--- config.mk ---
export PLATFORM = sky130hd
export DESIGN_NAME = sec_bus_reset
export DESIGN_NICKNAME = d
export VERILOG_FILES = /design/src/rtl/srst_pkg.sv /design/src/rtl/srst_ctrl_reg.sv /design/src/rtl/srst_unit_halt.sv /design/src/rtl/srst_pri_gate.sv /design/src/rtl/sec_bus_reset.sv
export SDC_FILE = /design/constraint.sdc
export NUM_CORES = 1
export LEC_CHECK = 0
export BUFFER_PORTS_ARGS = -buffer_cell sky130_fd_sc_hd__buf_4
export CORE_AREA = 10 10 47 49
export CTS_CLUSTER_DIAMETER = 120
export DETAILED_ROUTE_END_ITERATION = 10
export DIE_AREA = 0 0 57 59
export PLACE_DENSITY_LB_ADDON = 0.08
export REMOVE_ABC_BUFFERS = 1
export SLEW_MARGIN = 20
export SYNTH_ARGS = -nofsm -noshare
export SYNTH_HDL_FRONTEND = slang
export SYNTH_SLANG_ARGS = --single-unit
export TNS_END_PERCENT = 100
--- constraint.sdc ---
create_clock -name clk -period 2.9 [get_ports clk]
set_clock_uncertainty 0.2 [all_clocks]
set_input_delay 0.145 -clock clk [delete_from_list [all_inputs] [get_ports clk]]
set_output_delay 0.145 -clock clk [all_outputs]
set_load 0.05 [all_outputs]
--- src/rtl/srst_pkg.sv ---
package srst_pkg;
  localparam int CTRL_W    = 2;
  localparam int HOLD_BIT  = 0;
  localparam int IRQEN_BIT = 1;
  localparam int CLS_W     = 2;

  typedef enum logic [CLS_W-1:0] {
    CLS_MEM  = 2'b00,
    CLS_IO   = 2'b01,
    CLS_CFG0 = 2'b10,
    CLS_CFG1 = 2'b11
  } pri_cls_t;
endpackage

--- src/rtl/srst_ctrl_reg.sv ---
module srst_ctrl_reg
  import srst_pkg::*;
(
  input  logic              clk,
  input  logic              rst_n,
  input  logic              wr,
  input  logic [CTRL_W-1:0] wdata,
  output logic [CTRL_W-1:0] rdata,
  output logic              hold,
  output logic              irq
);
  logic [CTRL_W-1:0] ctrl_q;
  logic              hold_d;

  // Only a software write changes the register; nothing else touches it.
  always_ff @(posedge clk or negedge rst_n) begin
    if (!rst_n) begin
      ctrl_q <= '0;
      hold_d <= 1'b0;
    end else begin
      if (wr) ctrl_q <= wdata;
      hold_d <= ctrl_q[HOLD_BIT];
    end
  end

  assign rdata = ctrl_q;
  assign hold  = ctrl_q[HOLD_BIT];
  // First held cycle: hold is new, its delayed copy is not yet set.
  assign irq   = ctrl_q[HOLD_BIT] & ~hold_d & ctrl_q[IRQEN_BIT];

  AST_NO_SELF_CLEAR: assert property (@(posedge clk) disable iff (!rst_n)
    !wr |=> $stable(rdata));
  AST_IRQ_ONE_CYCLE: assert property (@(posedge clk) disable iff (!rst_n)
    irq |=> !irq);
endmodule

--- src/rtl/srst_unit_halt.sv ---
module srst_unit_halt (
  input  logic clk,
  input  logic rst_n,
  input  logic hold,
  input  logic idle_ack,
  output logic halt,
  output logic quiet
);
  logic quiet_q;

  // Record an acknowledge only while the unit is being told to halt.
  always_ff @(posedge clk or negedge rst_n) begin
    if (!rst_n)    quiet_q <= 1'b0;
    else if (hold) quiet_q <= quiet_q | idle_ack;
    else           quiet_q <= 1'b0;
  end

  assign halt  = hold;
  assign quiet = quiet_q & hold;

  AST_QUIET_NEEDS_HALT: assert property (@(posedge clk) disable iff (!rst_n)
    quiet |-> halt);
  AST_ACK_RECORDED: assert property (@(posedge clk) disable iff (!rst_n)
    (halt && idle_ack && hold) ##1 hold |-> quiet);
endmodule

--- src/rtl/srst_pri_gate.sv ---
module srst_pri_gate
  import srst_pkg::*;
(
  input  logic             clk,
  input  logic             rst_n,
  input  logic             hold,
  input  logic             pri_valid,
  input  logic [CLS_W-1:0] pri_cls,
  output logic             pri_retry
);
  logic exempt;

  assign exempt    = (pri_cls == CLS_CFG0);
  assign pri_retry = pri_valid & hold & ~exempt;

  AST_CFG0_PASSES: assert property (@(posedge clk) disable iff (!rst_n)
    (pri_valid && pri_cls == CLS_CFG0) |-> !pri_retry);
endmodule

--- src/rtl/sec_bus_reset.sv ---
module sec_bus_reset
  import srst_pkg::*;
#(
  parameter int NUM_Q   = 4,
  parameter int N_UNITS = 2
) (
  input  logic               clk,
  input  logic               rst_n,
  input  logic               cfg_wr,
  input  logic [CTRL_W-1:0]  cfg_wdata,
  output logic [CTRL_W-1:0]  cfg_rdata,
  output logic               sec_rst_n,
  output logic [NUM_Q-1:0]   q_flush,
  output logic               sec_if_rst,
  input  logic               pri_valid,
  input  logic [CLS_W-1:0]   pri_cls,
  output logic               pri_retry,
  output logic [N_UNITS-1:0] unit_halt,
  input  logic [N_UNITS-1:0] idle_ack,
  output logic [N_UNITS-1:0] unit_quiet,
  output logic               xlat_cfg_clr,
  output logic               irq
);
  localparam int XLAT_IDX = (N_UNITS > 1) ? 1 : 0;

  logic hold;

  srst_ctrl_reg u_reg (
    .clk   (clk),
    .rst_n (rst_n),
    .wr    (cfg_wr),
    .wdata (cfg_wdata),
    .rdata (cfg_rdata),
    .hold  (hold),
    .irq   (irq)
  );

  srst_pri_gate u_gate (
    .clk       (clk),
    .rst_n     (rst_n),
    .hold      (hold),
    .pri_valid (pri_valid),
    .pri_cls   (pri_cls),
    .pri_retry (pri_retry)
  );

  for (genvar g = 0; g < N_UNITS; g++) begin : g_unit
    srst_unit_halt u_halt (
      .clk      (clk),
      .rst_n    (rst_n),
      .hold     (hold),
      .idle_ack (idle_ack[g]),
      .halt     (unit_halt[g]),
      .quiet    (unit_quiet[g])
    );
  end

  assign sec_rst_n    = ~hold;
  assign q_flush      = {NUM_Q{hold}};
  assign sec_if_rst   = hold;
  assign xlat_cfg_clr = unit_halt[XLAT_IDX];

  AST_SET_DRIVES_PIN: assert property (@(posedge clk) disable iff (!rst_n)
    (cfg_wr && cfg_wdata[HOLD_BIT]) |=> !sec_rst_n);
  AST_FLUSH_WHILE_HELD: assert property (@(posedge clk) disable iff (!rst_n)
    !sec_rst_n |-> (&q_flush && sec_if_rst && xlat_cfg_clr));
  AST_RETRY_WHILE_HELD: assert property (@(posedge clk) disable iff (!rst_n)
    (!sec_rst_n && pri_valid && pri_cls != CLS_CFG0) |-> pri_retry);
  AST_CLEAR_RELEASES: assert property (@(posedge clk) disable iff (!rst_n)
    (cfg_wr && !cfg_wdata[HOLD_BIT]) |=>
      (sec_rst_n && q_flush == '0 && unit_halt == '0 && unit_quiet == '0 && !pri_retry));
endmodule

==> results of run 1 <==
==> stage by stage <==
| step | area, µm² | setup TNS [ps] | instances |
|---|---|---|---|
| after floorplan | 205 | -16620 | 19 |
| after global placement | 405 | 0 | 59 |
| after detailed placement | 405 | 0 | 59 |
| after CTS | 492 | 0 | 69 |
| after global routing | 492 | 0 | 69 |
| final | 492 | 0 | 69 |
==> placed cells by master, fill, tap and decap left out <==
cell | synthesis | layout
a21oi_1 | 1 | 1
and2_1 | 2 | 2
buf_4 | 10 | 24
clkbuf_1 | 0 | 1
clkbuf_4 | 0 | 3
dfrtp_1 | 5 | 5
dlygate4sd3_1 | 0 | 6
inv_1 | 1 | 1
inv_2 | 1 | 1
mux2_4 | 1 | 1
nand2_1 | 2 | 2
nor2_1 | 4 | 4
nor3b_2 | 1 | 1
o21ai_1 | 1 | 1
==> cell type report <==
class | count | area (µm²) | share of cell area [%]
tap | 16 | 20.0 | 4.07
sequential | 5 | 125 | 25.4
timing repair buffer | 30 | 240 | 48.9
inverter | 2 | 7.51 | 1.53
multi-input combinational | 12 | 72.6 | 14.8
clock buffer | 4 | 26.3 | 5.34
==> layer usage <==
metal / up-vias / GRT usage [%] / wire length [µm]
met4: 0 / 3.02 / 0
met5: - / 0 / 0
met2: 19 / 7.13 / 333
met3: 0 / 5.15 / 187
met1: 115 / 4.48 / 277
li1: 129 / - / -
==> power breakdown <==
group	leakage [µW]	switching, µW	internal, µW
sequential	0.0000617	7.10	76.5
combinational	0.000185	80.2	41.5
clock	0.0000150	25.8	51.8
==> worst min path at each step <==
stage	from	end	slack [ps]	depth (start not counted)
2_1_floorplan	rst_n	g_unit[0].u_halt.quiet_q$_DFF_PN0_	-350	0
3_3_place_gp	rst_n	g_unit[1].u_halt.quiet_q$_DFF_PN0_	-250	1
3_5_place_dp	rst_n	g_unit[1].u_halt.quiet_q$_DFF_PN0_	-250	1
4_1_cts	rst_n	g_unit[1].u_halt.quiet_q$_DFF_PN0_	50	2
5_1_grt	rst_n	g_unit[0].u_halt.quiet_q$_DFF_PN0_	60	2
6_report	rst_n	g_unit[0].u_halt.quiet_q$_DFF_PN0_	60	2
==> worst reg2reg max path, cell delays in order (launching register included) <==
cell and delay [ps]:
dfrtp_1 570, inv_2 120, o21ai_1 140, dlygate4sd3_1 550
==> registers in the layout, summed over array words and instances (netlist names) <==
name and count:
g_unit.u_halt.quiet_q 2, u_reg.hold_d 1, u_reg.rdata 2
==> kinds of logic (layout without fill, tap and decap cells) <==
family	after synthesis	count (layout)	synth area share, %
buffers and inverters	12	36	29.5
muxes	1	1	5.36
and+or+nand+nor	9	9	17.0
AOI/OAI and AO/OA	2	2	3.57
DFF	5	5	44.6
==> reports/results.tsv, run 1 <==
stage	metric	value	unit
placed_design	place.gp.congestion	0.662	
timing	layout_min_cycle_time	1680	ps
worst_setup_path	worstPathArrival	1330	ps
route	drcViolationCount	0	
clock_network	clk_latency	240	ps
logic_synthesis	yosys_warnings	0	
cells_and_area	drive_above_1_share	56.6	%
placed_design	port_buffers	24	
placed_design	hpwl	698	µm
logic_synthesis	syn-cell-area	280	µm²
timing	finalWorstSetupSlack	1220	ps
worst_setup_path	cp_num_cells	3	
global_routing	grt_pass1_wl	1340	µm
timing	tightestPinTransition	391	ps
clock_network	clock_sinks	5	
logic_synthesis	postSynthAreaPerCell	9.66	µm²
clock_network	post_cts_buffers	0	
clock_network	cts_tree	built	
worst_setup_path	worst-setup-path-type	flop to primary output	
clock_network	post_cts_resized	0	
logic_synthesis	ys_async_sr_fraction	100	%
cells_and_area	fin_nets	64	
logic_synthesis	synth_top_area_share	44.6	%
worst_setup_path	r2r_cells	3	
clock_network	postCtsHoldBufs	6	
logic_synthesis	synth_cell_type_count	11	
run_status	status	complete, no violations	
global_routing	globalRoute.totalOverflow	0	
die	die_h	59	µm
logic_synthesis	synthTopCellsByCount	buf_4, dfrtp_1, nor2_1	
route	post_drt_via_cell_ratio	3.81	
logic_synthesis	synth_edf_count	0	
clock_network	path_clk_slew	40	ps
die	fp.coreArea	0.00140	mm²
global_routing	grt_antenna_before_repair	0	
power_and_ir_drop	p_leak	0.000262	µW
cells_and_area	n_antenna_cell	0	
worst_setup_path	r2r_setup_slack	1260	ps
worst_setup_path	cp_cell_sequence	inv_2 > nor3b_2 > buf_4	
global_routing	grt_max_degree	15	
timing	max_freq	595	MHz
power_and_ir_drop	peakVddDrop	184	µV
route	wl	798	µm
worst_setup_path	crit_end	irq	
timing	finalHoldWorstSlack	57.5	ps
die	initial_utilization	20.0	%
worst_setup_path	r2r-start	u_reg.rdata[0]$_DFFE_PN0P_	
die	dieArea	0.00336	mm²
global_routing	grt_pass1_vias	282	
worst_setup_path	startpoint_type	flop	
die	pin_count	25	
timing	drv_slew	0	
clock_network	cts_buffers	3	
worst_setup_path	crit_family	flip-flops	
logic_synthesis	synth-seq-cells	5	
route	detail_route.first_pass.iterations	4	
route	antenna_left	0	
cells_and_area	area.growth.synth_to_final	75.4	%
worst_setup_path	endpoint_kind	primary output	
route	wl_per_cell	11.6	µm
logic_synthesis	yosysSeqAreaShare	44.6	%
die	num_rows	14	
logic_synthesis	synth.largest_area_cell	dfrtp_1	
logic_synthesis	ys_top_cells_by_area	dfrtp_1, buf_4, mux2_4	
worst_setup_path	critPathSlowestCell	dfrtp_1	
timing	fin_crit_sh	57.9	%
logic_synthesis	ys.flop_type	dfrtp_1	
timing	slew_headroom	73.9	%
worst_setup_path	worst-path-max-fanout	14	
logic_synthesis	postSynthCellCount	29	
power_and_ir_drop	finalPower	283	µW
hold_path	hp-class	input pin to async pin	
global_routing	gr-usage-all-layers	5.05	%
die	die_width	57	µm
cells_and_area	finish.utilization	35.1	%
clock_network	cts_max_level	1	
clock_network	root_buffer	clkbuf_4	
timing	setup_viol	0	
worst_setup_path	r2r-end	u_reg.rdata[0]$_DFFE_PN0P_	
timing	rsz0062_at_grt	false	
worst_setup_path	startpoint	u_reg.rdata[0]$_DFFE_PN0P_	
clock_network	clockBufferDepth	2	
timing	hold_viol_final	0	
flow_run	maxCapViolCount	0	
route	drt_iter0_drc	1	
cells_and_area	fillCellCount	166	
placed_design	place_ws	1450	ps
worst_setup_path	cp.required	2560	ps
route	vias	263	
logic_synthesis	synth_most_common_cell	buf_4	
worst_setup_path	cp_slowest_stage_delay	570	ps
power_and_ir_drop	pwr_density_cell	575	mW/mm²
worst_setup_path	critical_path_buf_inv_count	2	
Power figures use the tool's default switching activity.
==> run 2: changes to the inputs <==
- ABC_AREA: default -> 1
- clock period: 2.9 -> 1.5 ns (I/O delays scaled with it)
==> run 2 against run 1 <==
  * Sequential cell count unchanged
  * Global-route usage increased by 0.72 points
  * Total power rose by 97%
  * Synthesized area rose by 0.89%
  * Critical path type unchanged
  * Largest power group unchanged
==> reports/results.tsv, run 2 <==
stage	metric	value	unit	change
route	wl_per_cell	11.0	µm	-4.8%
logic_synthesis	yosysSeqAreaShare	44.2	%	-0.40 points
worst_setup_path	crit_family	flip-flops		
run_status	status	complete, no violations		
cells_and_area	fin_area	513	µm²	+4.3%
global_routing	grt_antenna_before_repair	0		unchanged
clock_network	clk_latency	230	ps	about the same
logic_synthesis	ys.flop_type	dfrtp_1		
logic_synthesis	postSynthAreaPerCell	8.32	µm²	-14%
logic_synthesis	yosys_warnings	0		unchanged
logic_synthesis	synth.largest_area_cell	dfrtp_1		
logic_synthesis	postSynthCellCount	34		+17%
placed_design	port_buffers	24		unchanged
timing	drv_slew	0		unchanged
global_routing	grt_max_degree	10		-5
route	dr_wl_met3	168	µm	-10%
clock_network	cts_tree	built		
logic_synthesis	synth_top_area_share	44.2	%	-0.40 points
power_and_ir_drop	power_frac_seq	28.6	%	-0.9 points
die	die_h	59	µm	unchanged
power_and_ir_drop	p_switching	226	µW	+100%
cells_and_area	finalNonFillerCells	76		+10%
worst_setup_path	endpoint_kind	primary output		
route	antenna_left	0		unchanged
die	fp.coreArea	0.00140	mm²	unchanged
clock_network	clockBufferDepth	2		unchanged
worst_setup_path	critPathSlowestCell	dfrtp_2		
logic_synthesis	synth_edf_count	0		unchanged
timing	layout_min_cycle_time	1350	ps	
power_and_ir_drop	peakVddDrop	404	µV	+120%
clock_network	path_clk_slew	40	ps	about the same
logic_synthesis	ys_async_sr_fraction	100	%	unchanged
cells_and_area	fin_nets	71		+11%
clock_network	cts_buffers	3		unchanged
cells_and_area	area.growth.synth_to_final	81.4	%	
clock_network	cts_max_level	1		unchanged
hold_path	hp-class	input pin to primary output		
logic_synthesis	synth_cell_type_count	9		-2
timing	slew_headroom	84.2	%	+10 points
route	drt_iter0_drc	1		unchanged
placed_design	post-place-cells	65		+10%
worst_setup_path	startpoint_type	flop		
power_and_ir_drop	p_leak	0.000293	µW	+12%
global_routing	globalRoute.totalOverflow	0		unchanged
route	wl_met1	325	µm	+17%
clock_network	post_cts_buffers	0		unchanged
route	vias	279		+6.1%
die	dieArea	0.00336	mm²	unchanged
global_routing	grt_pass1_wl	1510	µm	+13%
timing	tightestPinTransition	237	ps	-154 ps
worst_setup_path	worstPathArrival	1070	ps	-260 ps
logic_synthesis	ys_top_cells_by_area	dfrtp_1, buf_4, nand2_1		
worst_setup_path	cp.required	1220	ps	-1340 ps
timing	finalHoldWorstSlack	256	ps	+198 ps
timing	setup_viol	0		unchanged
route	wl_met2	342	µm	+2.7%
route	post_drt_via_cell_ratio	3.67		-3.7%
timing	max_freq	741	MHz	
power_and_ir_drop	power.share.clock	27.4	%	about the same
power_and_ir_drop	intPower	331	µW	+95%
logic_synthesis	synth-seq-cells	5		unchanged
global_routing	grt_pass1_vias	355		+26%
timing	rsz0062_at_grt	false		
cells_and_area	n_antenna_cell	0		unchanged
route	detail_route.first_pass.iterations	2		-2
worst_setup_path	cp_slowest_stage_delay	440	ps	-130 ps
logic_synthesis	syn-cell-area	283	µm²	+0.89%
cells_and_area	drive_above_1_share	53.3	%	-3.3 points
placed_design	place.gp.congestion	0.605		-8.6%
route	top_layer	met3		
worst_setup_path	worst-setup-path-type	flop to primary output		
die	num_rows	14		unchanged
worst_setup_path	worst-path-max-fanout	9		-5
die	die_width	57	µm	unchanged
power_and_ir_drop	switching_share	40.6	%	+0.63 points
global_routing	gr-usage-all-layers	5.77	%	+0.72 points
power_and_ir_drop	pwr_density_cell	1090	mW/mm²	+89%
die	initial_utilization	20.2	%	+0.18 points
timing	hold_viol_final	0		unchanged
flow_run	maxCapViolCount	0		unchanged
power_and_ir_drop	power_frac_comb	44.0	%	+1.0 points
worst_setup_path	cp_cell_sequence	nand2_1 > a21oi_2 > buf_4		
cells_and_area	layout_commonest_cell	buf_4		
placed_design	postPlaceCellArea	415	µm²	+2.5%
cells_and_area	final_cell_mix	buf_4, nand2_1, dlygate4sd3_1, inv_1, dfrtp_1		
die	pin_count	25		unchanged
worst_setup_path	critical_path_buf_inv_count	1		-1
route	wl	837	µm	+4.9%
clock_network	root_buffer	clkbuf_4		
route	drcViolationCount	0		unchanged
placed_design	hpwl	663	µm	-5.0%
timing	fin_crit_sh	90.0	%	
logic_synthesis	synthTopCellsByCount	buf_4, nand2_1, dfrtp_1		
clock_network	clock_sinks	5		unchanged
==> run 2: what timing repair did <==
item	CTS	global route
gates resized for setup	0	1
endpoints found under the setup margin	0	9
hold endpoints to repair	9	0
hold buffers	7	0
==> run 2: layout make-up <==
class	count	area, µm²
well taps	16	20.0
clock buffers	4	26.3
fillers	157	888
inverters	5	18.8
repair buffers	32	258
multi-input cells	14	63.8
flip-flops and latches	5	126
==> run 2: power by group through the flow <==
stage	Combinational [µW]	Sequential [µW]	Clock, µW
final	245	159	152
after global routing	261	161	177
after CTS	249	159	164
after detailed placement	234	161	0
after global placement	234	161	0
after floorplan	56.4	250	0
==> run 2: through the flow <==
stage / power, µW / TNS [ps] / util (%) / setup slack (ps)
floorplan: 307 / -39530 / - / -2880
finish: 557 / 0 / 36.6 / 150
detailed placement: 395 / 0 / 29.6 / 300
global placement: 395 / 0 / 29.6 / 318
CTS: 572 / 0 / 36.5 / 27.5
global route: 599 / 0 / 36.6 / 65.7
==> run 2: cell families after synthesis <==
group | after synthesis | share of synthesized area [%]
simple gates | 11 | 14.6
compound gates | 3 | 7.96
flops | 5 | 44.2
buf+inv | 15 | 33.2
==> run 2: per-layer routing <==
metal	GRT usage (%)	vias up
met1	5.28	117
met2	7.60	20
met4	4.03	0
li1	-	142
met3	6.01	0
met5	0	-
==> run 2: worst paths after layout <==
check                                                   start  slack [ps]  depth (start not counted)                                  to
max                                u_reg.rdata[0]$_DFFE_PN0P_         150                          3                           pri_retry
min                                                pri_cls[1]         260                          3                           pri_retry
max reg2reg                        u_reg.rdata[0]$_DFFE_PN0P_         440                          3  g_unit[0].u_halt.quiet_q$_DFF_PN0_
min reg2reg                g_unit[0].u_halt.quiet_q$_DFF_PN0_         260                          2  g_unit[0].u_halt.quiet_q$_DFF_PN0_
max in group asynchronous                               rst_n         330                          3          u_reg.rdata[0]$_DFFE_PN0P_
min in group asynchronous                               rst_n         560                          3  g_unit[1].u_halt.quiet_q$_DFF_PN0_
==> run 2: tightest hold or removal path: cells and delay by family <==
kind | cells | cell delay [ps]
compound gates | 1 | 40
buf+inv | 2 | 260
==> run 3: changes to the inputs <==
- clock period: 1.5 -> 1.2 ns (I/O delays scaled with it)
==> run 3 against run 2 <==
  * The flow now finishes with violations (negative setup slack)
  * Final area is 16% higher
  * Total power is 34% higher
  * Combinational power grew 47%
  * Routed wire length rose by 1.7%
  * Critical path type unchanged
  * Largest power group unchanged
==> reports/results.tsv, run 3 (same netlist as run 2, synthesis figures left out) <==
stage	metric	value	unit	change
global_routing	grt_max_degree	10		unchanged
hold_path	hp-class	input pin to primary output		
placed_design	place_ws	29.6	ps	-271 ps
flow_run	maxCapViolCount	0		unchanged
cells_and_area	fillCellCount	142		-9.6%
worst_setup_path	endpoint_kind	primary output		
clock_network	cts_buffers	3		unchanged
die	die_width	57	µm	unchanged
timing	tightestPinTransition	147	ps	-89.4 ps
die	dieArea	0.00336	mm²	unchanged
cells_and_area	area.growth.synth_to_final	111	%	
global_routing	gr-usage-all-layers	5.56	%	-0.21 points
route	antenna_left	0		unchanged
worst_setup_path	worstPathArrival	1020	ps	-50 ps
timing	tns	-908	ps	-908 ps
die	pin_count	25		unchanged
power_and_ir_drop	peakVddDrop	827	µV	+100%
timing	finalWorstSetupSlack	-76.7	ps	-227 ps
global_routing	grt_pass1_vias	334		-5.9%
clock_network	path_clk_slew	40	ps	about the same
timing	layout_min_cycle_time	1280	ps	
worst_setup_path	startpoint_type	flop		
timing	max_freq	783	MHz	
clock_network	cts_max_level	1		unchanged
route	drcViolationCount	0		unchanged
timing	rsz0062_at_grt	true		
timing	drv_slew	0		unchanged
run_status	violations	negative setup slack		
clock_network	clockBufferDepth	2		unchanged
cells_and_area	fin_nets	73		+2.8%
cells_and_area	layout_commonest_cell	buf_6		
timing	hold_viol_final	0		unchanged
global_routing	globalRoute.totalOverflow	0		unchanged
worst_setup_path	worst-path-max-fanout	6		-3
die	die_h	59	µm	unchanged
power_and_ir_drop	finalPower	746	µW	+34%
power_and_ir_drop	p_leak	0.000322	µW	+10%
cells_and_area	drive_above_1_share	56.5	%	+3.1 points
placed_design	postPlaceCellArea	415	µm²	unchanged
timing	slew_headroom	90.2	%	+6.0 points
route	detail_route.first_pass.iterations	2		unchanged
timing	setup_viol	14		+14
die	fp.coreArea	0.00140	mm²	unchanged
worst_setup_path	cp.required	940	ps	-280 ps
timing	finalHoldWorstSlack	192	ps	-63.9 ps
cells_and_area	final_cell_mix	buf_6, buf_4, nand2_1, dlygate4sd3_1		
clock_network	clock_sinks	5		unchanged
worst_setup_path	worst-setup-path-type	flop to primary output		
power_and_ir_drop	pwr_density_cell	1250	mW/mm²	+15%
route	wl_per_cell	10.9	µm	-0.93%
run_status	status	finished with violations		
cells_and_area	n_antenna_cell	0		unchanged
route	post_drt_via_cell_ratio	3.86		+5.1%
global_routing	grt_antenna_before_repair	0		unchanged
placed_design	hpwl	650	µm	-2.0%
clock_network	root_buffer	clkbuf_4		
placed_design	place.gp.congestion	0.613		+1.3%
route	wl	851	µm	+1.7%
global_routing	grt_pass1_wl	1460	µm	-3.2%
cells_and_area	multiInputGateArea	66.3	µm²	+3.9%
die	num_rows	14		unchanged
route	vias	301		+7.9%
placed_design	port_buffers	24		unchanged
route	drt_iter0_drc	1		unchanged
timing	fin_crit_sh	106	%	
cells_and_area	regArea	126	µm²	unchanged
clock_network	cts_tree	built		
clock_network	clk_latency	230	ps	about the same
die	initial_utilization	20.2	%	unchanged
cells_and_area	fin_area	597	µm²	+16%
==> run 3: cell types whose count changed in the layout (fill, tap and decap cells not counted), sizes merged <==
cell  change
buf       +2
==> run 3: worst max-delay path, stage by stage, from the launching register on <==
cell and delay, ps:
dfrtp_2 430, nand2_1 60, nor2_1 120, buf_6 170
==> run 3: timing repair <==
action	in CTS	in global routing
pin swaps	0	1
endpoints found under the setup margin	14	15
gates resized for setup	20	2
hold buffers	7	1
hold endpoints to repair	9	5
buffers inserted	2	0
==> run 3: layout make-up <==
type                       instances  area share (%)
tap                               16            3.35
timing repair buffer              34            56.4
multi-input combinational         14            11.1
sequential                         5            21.2
inverter                           5            3.56
clock buffer                       4            4.40
==> run 3: per-stage QoR <==
stage,std cells,utilization (%)
finish,78,42.6
global route,78,42.6
CTS,78,42.1
detailed placement,65,29.6
global placement,65,29.6
floorplan,24,-
==> run 3: path summary, 6_finish.rpt <==
path                                                          from                                 end  slack (ps)  cells past startpoint
worst max-delay path                    u_reg.rdata[0]$_DFFE_PN0P_                                 irq         -80                      3
worst min-delay path                                    pri_cls[1]                           pri_retry         190                      3
worst max register to register          u_reg.rdata[0]$_DFFE_PN0P_  g_unit[0].u_halt.quiet_q$_DFF_PN0_          70                      4
worst min register to register  g_unit[1].u_halt.quiet_q$_DFF_PN0_  g_unit[1].u_halt.quiet_q$_DFF_PN0_         260                      2
max in group asynchronous                                    rst_n          u_reg.rdata[0]$_DFFE_PN0P_         180                      3
min in group asynchronous                                    rst_n          u_reg.rdata[1]$_DFFE_PN0P_         500                      3
==> run 3: power breakdown <==
| part | internal, µW | total, µW | switching [µW] |
|---|---|---|---|
| clock | 125 | 186 | 61.0 |
| sequential | 187 | 199 | 11.7 |
| combinational | 141 | 361 | 220 |
| total | 453 | 746 | 292 |
==> run 3: routing by layer <==
metal	routed length (µm)	vias up	track usage (%)
li1	-	146	-
met1	301	131	4.81
met2	332	24	7.60
met3	217	0	7.73
met5	0	-	0
met4	0	0	1.01
